===== config.mk =====
export PLATFORM = sky130hd
export DESIGN_NAME = pgate_reg_proxy
export DESIGN_NICKNAME = d
export VERILOG_FILES = /design/src/rtl/rp_pkg.sv /design/src/rtl/rp_host_regs.sv /design/src/rtl/rp_wake_timer.sv /design/src/rtl/rp_domain_req.sv /design/src/rtl/rp_seq.sv /design/src/rtl/pgate_reg_proxy.sv
export SDC_FILE = /design/constraint.sdc
export NUM_CORES = 1
export LEC_CHECK = 0
export BUFFER_PORTS_ARGS = -buffer_cell sky130_fd_sc_hd__clkbuf_2
export CAP_MARGIN = 20
export CORE_ASPECT_RATIO = 0.5
export CORE_UTILIZATION = 51
export CTS_BUF_LIST = sky130_fd_sc_hd__clkbuf_8
export CTS_CLUSTER_SIZE = 10
export DETAILED_ROUTE_END_ITERATION = 16
export GPL_ROUTABILITY_DRIVEN = 0
export PLACE_DENSITY = 0.83
export SYNTH_ARGS = -nofsm -noshare
export SYNTH_HDL_FRONTEND = slang
export SYNTH_SLANG_ARGS = --single-unit

===== constraint.sdc =====
create_clock -name clk -period 4.6 [get_ports clk]
set_input_delay 0.46 -clock clk [delete_from_list [all_inputs] [get_ports clk]]
set_output_delay 0.46 -clock clk [all_outputs]
set_load 0.03 [all_outputs]

===== src/rtl/rp_pkg.sv =====
package rp_pkg;

    localparam int WORD_W   = 32;
    localparam int OFF_W    = 24;
    localparam int DOM_W    = 3;

    // host register map (byte addresses)
    localparam int DATA_ADR = 32'hF00;
    localparam int CTRL_ADR = 32'hF04;

    // control word layout
    localparam int GO_POS   = 31;
    localparam int DOM_LSB  = 28;
    localparam int OP_POS   = 24;

    typedef enum logic [1:0] {
        ST_IDLE = 2'd0,
        ST_WAKE = 2'd1,
        ST_XFER = 2'd2
    } seq_st_e;

    typedef struct packed {
        logic [DOM_W-1:0] dom;
        logic             op_rd;
        logic [OFF_W-1:0] off;
    } ctl_t;

endpackage


===== src/rtl/rp_host_regs.sv =====
module rp_host_regs
    import rp_pkg::*;
#(
    parameter int HADDR_W = 12
) (
    input  logic               clk,
    input  logic               rst_n,
    input  logic               hst_wr,
    input  logic [HADDR_W-1:0] hst_addr,
    input  logic [WORD_W-1:0]  hst_wdata,
    output logic [WORD_W-1:0]  hst_rdata,
    input  logic               busy,
    input  logic               ld_en,
    input  logic [WORD_W-1:0]  ld_val,
    output ctl_t               ctl_q_o,
    output logic [WORD_W-1:0]  data_q_o,
    output logic               launch
);

    localparam logic [HADDR_W-1:0] DATA_A = HADDR_W'(DATA_ADR);
    localparam logic [HADDR_W-1:0] CTRL_A = HADDR_W'(CTRL_ADR);

    typedef struct packed {
        logic [WORD_W-1:0] data;
        ctl_t              ctl;
    } regs_t;

    regs_t r_q, r_d;
    logic  sel_data, sel_ctrl;

    always_comb begin
        r_d      = r_q;
        launch   = 1'b0;
        sel_data = (hst_addr == DATA_A);
        sel_ctrl = (hst_addr == CTRL_A);

        if (hst_wr && sel_data && !busy) begin
            r_d.data = hst_wdata;
        end
        if (hst_wr && sel_ctrl && !busy) begin
            r_d.ctl.dom   = hst_wdata[DOM_LSB +: DOM_W];
            r_d.ctl.op_rd = hst_wdata[OP_POS];
            r_d.ctl.off   = hst_wdata[OFF_W-1:0];
            launch        = hst_wdata[GO_POS];
        end
        if (ld_en) begin
            r_d.data = ld_val;
        end

        if (sel_data) begin
            hst_rdata = r_q.data;
        end else if (sel_ctrl) begin
            hst_rdata = {busy, r_q.ctl.dom, 3'b000, r_q.ctl.op_rd, r_q.ctl.off};
        end else begin
            hst_rdata = '0;
        end
    end

    always_ff @(posedge clk or negedge rst_n) begin
        if (!rst_n) begin
            r_q <= '0;
        end else begin
            r_q <= r_d;
        end
    end

    assign ctl_q_o  = r_q.ctl;
    assign data_q_o = r_q.data;

    AST_CTL_FROZEN_BUSY: assert property (@(posedge clk) disable iff (!rst_n)
        busy |=> $stable(r_q.ctl));

    AST_DATA_WR_BUSY: assert property (@(posedge clk) disable iff (!rst_n)
        (busy && hst_wr && sel_data && !ld_en) |=> $stable(r_q.data));

endmodule


===== src/rtl/rp_wake_timer.sv =====
module rp_wake_timer #(
    parameter int TMO_W = 16
) (
    input  logic             clk,
    input  logic             rst_n,
    input  logic             run,
    input  logic [TMO_W-1:0] limit,
    output logic             expired
);

    logic [TMO_W-1:0] cnt_q, cnt_d;
    logic [TMO_W-1:0] lim_eff;

    always_comb begin
        lim_eff = (limit == '0) ? TMO_W'(1) : limit;
        if (!run) begin
            cnt_d = '0;
        end else if (cnt_q == '1) begin
            cnt_d = cnt_q;
        end else begin
            cnt_d = cnt_q + 1'b1;
        end
        expired = run && (({1'b0, cnt_q} + (TMO_W+1)'(1)) >= {1'b0, lim_eff});
    end

    always_ff @(posedge clk or negedge rst_n) begin
        if (!rst_n) begin
            cnt_q <= '0;
        end else begin
            cnt_q <= cnt_d;
        end
    end

    AST_TMR_RESTART: assert property (@(posedge clk) disable iff (!rst_n)
        !run |=> (cnt_q == '0));

endmodule


===== src/rtl/rp_domain_req.sv =====
module rp_domain_req
    import rp_pkg::*;
#(
    parameter int N_DOM = 3
) (
    input  logic             active,
    input  logic [DOM_W-1:0] dom,
    input  logic [N_DOM-1:0] ack,
    output logic [N_DOM-1:0] req,
    output logic             all_ack
);

    for (genvar i = 0; i < N_DOM; i++) begin : g_dom
        assign req[i] = active && ((dom == DOM_W'(i)) || (dom >= DOM_W'(N_DOM)));
    end

    assign all_ack = active && ((ack & req) == req);

endmodule


===== src/rtl/rp_seq.sv =====
module rp_seq
    import rp_pkg::*;
(
    input  logic              clk,
    input  logic              rst_n,
    input  logic              launch,
    input  ctl_t              ctl,
    input  logic [WORD_W-1:0] data_q,
    input  logic              all_ack,
    input  logic              expired,
    input  logic              ib_ready,
    input  logic [WORD_W-1:0] ib_rdata,
    output logic              busy,
    output logic              tmr_run,
    output logic              ib_valid,
    output logic              ib_write,
    output logic [OFF_W-1:0]  ib_addr,
    output logic [WORD_W-1:0] ib_wdata,
    output logic              ld_en,
    output logic [WORD_W-1:0] ld_val,
    output logic              err
);

    typedef struct packed {
        seq_st_e st;
        logic    err;
    } seq_t;

    seq_t s_q, s_d;

    always_comb begin
        s_d      = s_q;
        ld_en    = 1'b0;
        ld_val   = ib_rdata;
        ib_valid = 1'b0;
        unique case (s_q.st)
            ST_IDLE: begin
                if (launch) begin
                    s_d.st  = ST_WAKE;
                    s_d.err = 1'b0;
                end
            end
            ST_WAKE: begin
                if (all_ack) begin
                    s_d.st = ST_XFER;
                end else if (expired) begin
                    s_d.st  = ST_IDLE;
                    s_d.err = 1'b1;
                    ld_en   = ctl.op_rd;
                    ld_val  = '1;
                end
            end
            ST_XFER: begin
                ib_valid = 1'b1;
                if (ib_ready) begin
                    s_d.st = ST_IDLE;
                    ld_en  = ctl.op_rd;
                end
            end
            default: s_d.st = ST_IDLE;
        endcase
    end

    always_ff @(posedge clk or negedge rst_n) begin
        if (!rst_n) begin
            s_q <= '{st: ST_IDLE, err: 1'b0};
        end else begin
            s_q <= s_d;
        end
    end

    assign busy     = (s_q.st != ST_IDLE);
    assign tmr_run  = (s_q.st == ST_WAKE);
    assign ib_write = !ctl.op_rd;
    assign ib_addr  = ctl.off;
    assign ib_wdata = data_q;
    assign err      = s_q.err;

    AST_ERR_FROM_WAKE: assert property (@(posedge clk) disable iff (!rst_n)
        $rose(s_q.err) |-> $past(s_q.st == ST_WAKE));

    AST_BEAT_HELD: assert property (@(posedge clk) disable iff (!rst_n)
        (ib_valid && !ib_ready) |=> (ib_valid && $stable(ib_addr) && $stable(ib_write) && $stable(ib_wdata)));

    AST_SINGLE_BEAT: assert property (@(posedge clk) disable iff (!rst_n)
        (ib_valid && ib_ready) |=> !ib_valid);

    AST_ERR_CLEAR_LAUNCH: assert property (@(posedge clk) disable iff (!rst_n)
        (launch && !busy) |=> !s_q.err);

endmodule


===== src/rtl/pgate_reg_proxy.sv =====
module pgate_reg_proxy
    import rp_pkg::*;
#(
    parameter int HADDR_W = 12,
    parameter int TMO_W   = 16,
    parameter int N_DOM   = 3
) (
    input  logic               clk,
    input  logic               rst_n,
    input  logic               hst_wr,
    input  logic [HADDR_W-1:0] hst_addr,
    input  logic [31:0]        hst_wdata,
    output logic [31:0]        hst_rdata,
    input  logic [TMO_W-1:0]   wake_limit,
    output logic [N_DOM-1:0]   pwr_req,
    input  logic [N_DOM-1:0]   pwr_ack,
    output logic               ib_valid,
    output logic               ib_write,
    output logic [23:0]        ib_addr,
    output logic [31:0]        ib_wdata,
    input  logic               ib_ready,
    input  logic [31:0]        ib_rdata,
    output logic               wake_err
);

    ctl_t              ctl_q;
    logic [WORD_W-1:0] data_q;
    logic              launch, busy, tmr_run, expired, all_ack, ld_en;
    logic [WORD_W-1:0] ld_val;

    rp_host_regs #(.HADDR_W(HADDR_W)) u_regs (
        .clk       (clk),
        .rst_n     (rst_n),
        .hst_wr    (hst_wr),
        .hst_addr  (hst_addr),
        .hst_wdata (hst_wdata),
        .hst_rdata (hst_rdata),
        .busy      (busy),
        .ld_en     (ld_en),
        .ld_val    (ld_val),
        .ctl_q_o   (ctl_q),
        .data_q_o  (data_q),
        .launch    (launch)
    );

    rp_domain_req #(.N_DOM(N_DOM)) u_dom (
        .active  (busy),
        .dom     (ctl_q.dom),
        .ack     (pwr_ack),
        .req     (pwr_req),
        .all_ack (all_ack)
    );

    rp_wake_timer #(.TMO_W(TMO_W)) u_tmr (
        .clk     (clk),
        .rst_n   (rst_n),
        .run     (tmr_run),
        .limit   (wake_limit),
        .expired (expired)
    );

    rp_seq u_seq (
        .clk      (clk),
        .rst_n    (rst_n),
        .launch   (launch),
        .ctl      (ctl_q),
        .data_q   (data_q),
        .all_ack  (all_ack),
        .expired  (expired),
        .ib_ready (ib_ready),
        .ib_rdata (ib_rdata),
        .busy     (busy),
        .tmr_run  (tmr_run),
        .ib_valid (ib_valid),
        .ib_write (ib_write),
        .ib_addr  (ib_addr),
        .ib_wdata (ib_wdata),
        .ld_en    (ld_en),
        .ld_val   (ld_val),
        .err      (wake_err)
    );

    AST_BEAT_NEEDS_WAKE: assert property (@(posedge clk) disable iff (!rst_n)
        ib_valid |-> (pwr_req != '0));

    AST_REQ_STEADY: assert property (@(posedge clk) disable iff (!rst_n)
        (busy && $past(busy)) |-> $stable(pwr_req));

endmodule


=== After elaboration in Yosys (flattened, before gate mapping) ===
Cells that the tools add are included.

* ROM bits: 0
* Input port bits: 99
* Memories kept: 0
* Output and inout bits: 94
* Logic and storage cells: 71
* Latch bits: 0
* Register bits after elaboration: 79
* RAM bits: 0

* Reduce and logical (&&, ||, !) cells: 22
* Muxes and demuxes: 23
* Multiply operators: 0
* Shifts and indexed selects: 0
* Magnitude comparators: 2
* Div/mod/pow operators: 0
* Bitwise logic cells: 1
* $add $sub $neg: 2
* Eq/ne operators: 14

{| class="wikitable"
|+ Operator list
! cell !! number
|-
| $mux W32 || 7
|-
| $mux W16 || 3
|-
| $eq A12 B12 Y1 const B || 2
|-
| $add A16 B1 Y17 const B || 1
|-
| $ge A17 B16 Y1 || 1
|-
| $add A16 B1 Y16 const B || 1
|-
| $eq A16 B16 Y1 const B || 1
|-
| $logic_not A16 Y1 || 1
|-
| $ne A2 B2 Y1 const B || 5
|-
| $logic_and A1 B1 Y1 || 9
|-
| $mux W1 || 6
|-
| $mux W3 || 2
|-
| $pmux W2 S3 || 1
|-
| $reduce_bool A2 Y1 || 3
|-
| $mux W2 || 2
|-
| $pmux W1 S2 || 2
|-
| $reduce_and A4 Y1 || 1
|-
| $and A3 B3 Y3 || 1
|-
| $eq A3 B1 Y1 const B || 1
|-
| $eq A3 B2 Y1 const B || 1
|-
| $eq A3 B3 Y1 || 1
|-
| $ge A3 B2 Y1 const B || 1
|-
| $logic_not A3 Y1 || 1
|-
| $logic_or A1 B1 Y1 || 3
|-
| 6 further kinds || 7
|}

=== Longest topological paths before layout ===
* Depth in word-level cells: 9
* Gate-level depth with buffers: 13
* Depth with buffers taken out: 12

=== Cells and area by module ===
From an unflattened synthesis, not the netlist that was laid out.

* Cell total of the unflattened synthesis: 627
* Area, all modules: 6049.6 µm²

{| class="wikitable"
|+ Modules (own cells, without submodules)
! module !! area an instance (µm²) !! cells an instance !! instances
|-
| rp_host_regs || 3701.0 || 342 || 1
|-
| rp_wake_timer || 1378.8 || 155 || 1
|-
| rp_seq || 899.6 || 119 || 1
|-
| rp_domain_req || 70.1 || 11 || 1
|}

=== Worst setup path after synthesis ===
OpenSTA, ideal clock, no wires.

* Path type: reg2reg
* Start: register u_tmr.cnt_q[0]
* End: register u_regs.r_q (netlist bit u_regs.data_q_o[0])
* Setup slack: 1.316 ns
* Cell stages (with the launch flop): 14
* Buffers on the path: 1
* Arrival: 3.138 ns
* Period minus slack after synthesis: 3.284 ns
* Required time: 4.454 ns
* Cell sequence: dfrtp_1 > ha_1 > and4_1 > nand4_1 > nor3_1 > xnor2_1 > ha_1 > a21o_1 > a21oi_1 > o21ai_0 > a311o_1 > o2111ai_1 > clkbuf_1 > o211ai_1

* Cells in the longest elaborated chain, start to end: 7

{| class="wikitable"
|+ RTL lines
! item !! line !! source
|-
| start: declaration || rp_wake_timer.sv:11 || <nowiki>logic [TMO_W-1:0] cnt_q, cnt_d;</nowiki>
|-
| start signal: assignment || rp_wake_timer.sv:30 || <nowiki>cnt_q <= cnt_d;</nowiki>
|-
| $add A16 B1 Y17 (*) || rp_wake_timer.sv:23 || <nowiki>expired = run && (({1'b0, cnt_q} + (TMO_W+1)'(1)) >= {1'b0, lim_eff});</nowiki>
|-
| $ge A17 B16 Y1 (*) || rp_wake_timer.sv:23 ||
|-
| $logic_and A1 B1 Y1 (*) || rp_wake_timer.sv:23 ||
|-
| $mux W1 or $mux W32 (tied branches) || rp_seq.sv:46 || <nowiki>end else if (expired) begin</nowiki>
|-
| $mux W1 or $mux W32 (tied branches) || rp_seq.sv:44 || <nowiki>if (all_ack) begin</nowiki>
|-
| $pmux W1 S2 or $mux W32 (tied branches) || rp_seq.sv:36 || <nowiki>unique case (s_q.st)</nowiki>
|-
| $mux W32 or $reduce_bool A2 Y1 (tied branches) || n/a ||
|-
| end signal: assignment || rp_host_regs.sv:63 || <nowiki>r_q <= r_d;</nowiki>
|-
| end: declaration || rp_host_regs.sv:28 || <nowiki>regs_t r_q, r_d;</nowiki>
|}

Mark *: on every way between the ends. The rest lies on a longest branch, timed or not.
A chain may end at the register's enable or synchronous reset.

=== Final worst setup path ===
* Start: register u_tmr.cnt_q[0]
* End: register u_regs.r_q (netlist bit u_regs.data_q_o[16])

Same word-level chain as after synthesis.

==> metrics <==
post-DP HPWL between 8000 and 9000 µm; Switching Share 0.328; sequential power share 0.453; P_leak 3.31 nW; Hold Fails Final Rpt 0; Layout Nets about 760; met3 wire len 422 µm; Slew headroom 0.336; row count 24; DR iter-0 viols about 170; critical path arrival 3.71 ns; Syn Area/Cell roughly 10 µm²; setup TNS 0 ns; Int Power 1.24 mW; Area growth syn-to-layout 22.4%; worst slew pin tran 0.988 ns; # DRC 0; MaxCap Viol Count 0; r2r endpoint u_regs.data_q_o[16]$_DFFE_PN0P_; Slew Limit Fails 0; CTS sink count 79; PostCTS Resize Cnt 0; WL per Instance roughly 16 µm; NetSw 0.607 mW; Die Ht around 71 µm; Commonest cells post-synth dfrtp_1 (79), mux2i_1 (63), nand2_1 (45), nor2_1 (41), o211ai_1 (32); initial antenna violation count 0; Synthesized Nets ~600; diodes inserted 0; GRT Total Usage 0.250; clk buf depth 2; VDD IR max approximately 0.23 mV; crit end category flip-flop; worst hold path stage count 3; CP max FO 32; initial core utilization 0.542; number of I/O port buffers roughly 190; H-tree depth 3; Synth Cell Area just under 0.005 mm²; post-synthesis cell type count 47; status complete, no violations; highest metal used met4; Skew-Pair Late Insertion Delay 0.34 ns; hold_sp ib_rdata[10]; Final setup violation count 0; Initial DRT Pass Iterations 4; top cell type's share of synthesized area 0.406; global-route wire length before repair 19600 µm; Final min period ~3.5 ns; share of layout cells above drive strength 1 0.380; ys async rst share 1.00; pwr/cell area approximately 310 mW/mm²; Setup crit start u_tmr.cnt_q[0]$_DFFE_PN0P_; top cells by area, synth dfrtp_1 (41%), mux2i_1 (13%), mux2_2 (6.2%); vias in the first global route roughly 4000; worst r2r src u_tmr.cnt_q[0]$_DFFE_PN0P_; Num CTS Buffers 9; Final Cycle Share 0.765; CTS tree yes; Worst setup SP type flip-flop; Endpoint, Worst Hold u_regs.data_q_o[10]$_DFFE_PN0P_; fmax between 200 and 300 MHz; Combinational Power Share 0.255; area of the core between 0.008 and 0.009 mm²; Worst Path Required ~4.8 ns; flop-to-flop setup slack ~1.1 ns; Top FF cell, synth dfrtp_1; Ys Warns 0; Seq/Total Area, Yosys 0.406; Yosys top cell by area dfrtp_1; #FFs+latches synth between 70 and 80; Post-synth EDFFs 0; Final ANT Viol Nets 0; skew final approximately 0.0083 ns; Routed WL ~12000 µm; DR WL met2 about 6100 µm; Hold WS around 0.35 ns; Clk pin slew, worst setup/hold paths around 0.080 ns; critical path class flip-flop to flip-flop; Worst R2R Path Depth 13; clock root buffer clkbuf_8; gr ovfl total 0; I/O Pins approximately 190; Clock Power Share 0.292; drt via density roughly 5.4; DIE AREA between 0.009 and 0.01 mm²; M1 wire length 5320 µm; vias a little over 4000; unrepaired setup endpoints after global routing false; count leader, synth dfrtp_1; HP Class input port to flip-flop; die width between 100 and 150 µm; largest net degree at the start of global routing 80; Syn Inst Count between 400 and 500
## area by class of cell
type | count | area, µm²
Inverter | 23 | 86.3
Sequential cell | 79 | 1980
Fill cell | 754 | 3020
Tap cell | 117 | 146
Timing Repair Buffer | 199 | 1050
Multi-Input combinational cell | 330 | 2490
Clock inverter | 7 | 81.3
Clock buffer | 9 | 124
## power groups by stage
stage / Combinational [mW] / Sequential [mW] / Clock [mW]
2_1_floorplan: 0.145 / 0.990 / 0
3_3_place_gp: 0.455 / 0.848 / 0
3_5_place_dp: 0.471 / 0.851 / 0
4_1_cts: 0.472 / 0.839 / 0.556
5_1_grt: 0.506 / 0.850 / 0.582
6_report: 0.472 / 0.838 / 0.539
## layout by cell type (no fill, tap or decap), types with 10 or more instances in the layout
cell / netlist / layout
ha_1: 20 / 20
nand2_1: 45 / 45
xnor2_1: 10 / 10
nor2_1: 41 / 41
inv_1: 23 / 26
dfrtp_1: 79 / 79
mux2i_1: 63 / 63
mux2_2: 27 / 27
o211ai_1: 32 / 32
clkbuf_2: 0 / 191
o21a_1: 15 / 15
## kinds of logic after synthesis
kind of cell | share of synthesized area
AND/OR/NAND/NOR | 0.127
multiplexers | 0.192
flip-flops | 0.406
AO/OA/AOI/OAI | 0.111
buffers and inverters | 0.0838
adder cells (fa/ha/maj) | 0.0514
XOR/XNOR | 0.0288
## flip-flops by register name, indices dropped and copies added (netlist names)
| name | cells |
|---|---|
| u_regs.ctl_q_o | 28 |
| u_regs.data_q_o | 32 |
| u_seq.err | 1 |
| u_seq.s_q | 2 |
| u_tmr.cnt_q | 16 |
## worst max-delay path: stages, from the launching register on
cell       delay, ns
dfrtp_1         0.43
ha_1            0.23
and4_1          0.22
nand4_1         0.25
nor3_1          0.29
xnor2_1         0.17
ha_1            0.27
a21o_1          0.18
a21oi_1         0.12
o21ai_0         0.12
a311o_1         0.37
o2111ai_2       0.17
buf_4           0.36
o211ai_1        0.16
## worst max-delay path by stage
stage	end	slack (ns)	depth (start not counted)
floorplan	u_regs.data_q_o[0]$_DFFE_PN0P_	1.32	13
global placement	u_regs.data_q_o[5]$_DFFE_PN0P_	1.20	13
detailed placement	u_regs.data_q_o[4]$_DFFE_PN0P_	1.05	13
CTS	u_regs.data_q_o[27]$_DFFE_PN0P_	1.05	13
global route	u_regs.data_q_o[19]$_DFFE_PN0P_	0.70	13
finish	u_regs.data_q_o[16]$_DFFE_PN0P_	1.08	13
## repair_timing
item | CTS | global route
hold endpoints to repair | 0 | 9
setup endpoints to repair | 0 | 0
setup buffers | 0 | 0
hold buffers | 0 | 1
## routing by layer
metal | global-route usage | vias to the layer above
li1 | - | 1999
met1 | 0.312 | 1986
met2 | 0.444 | 104
met3 | 0.0494 | 8
met4 | 0.0720 | 0
met5 | 0 | -
## metrics by stage
stage | utilization | cells | area, µm² | setup slack [ns] | power [mW]
2_1_floorplan | - | 484 | 4870 | 1.32 | 1.14
3_3_place_gp | 0.634 | 745 | 5700 | 1.20 | 1.30
3_5_place_dp | 0.634 | 745 | 5700 | 1.05 | 1.32
4_1_cts | 0.657 | 761 | 5900 | 1.05 | 1.87
5_1_grt | 0.664 | 764 | 5960 | 0.703 | 1.94
6_report | 0.664 | 764 | 5960 | 1.08 | 1.85
No activity file was read; power rests on OpenSTA's default activity.
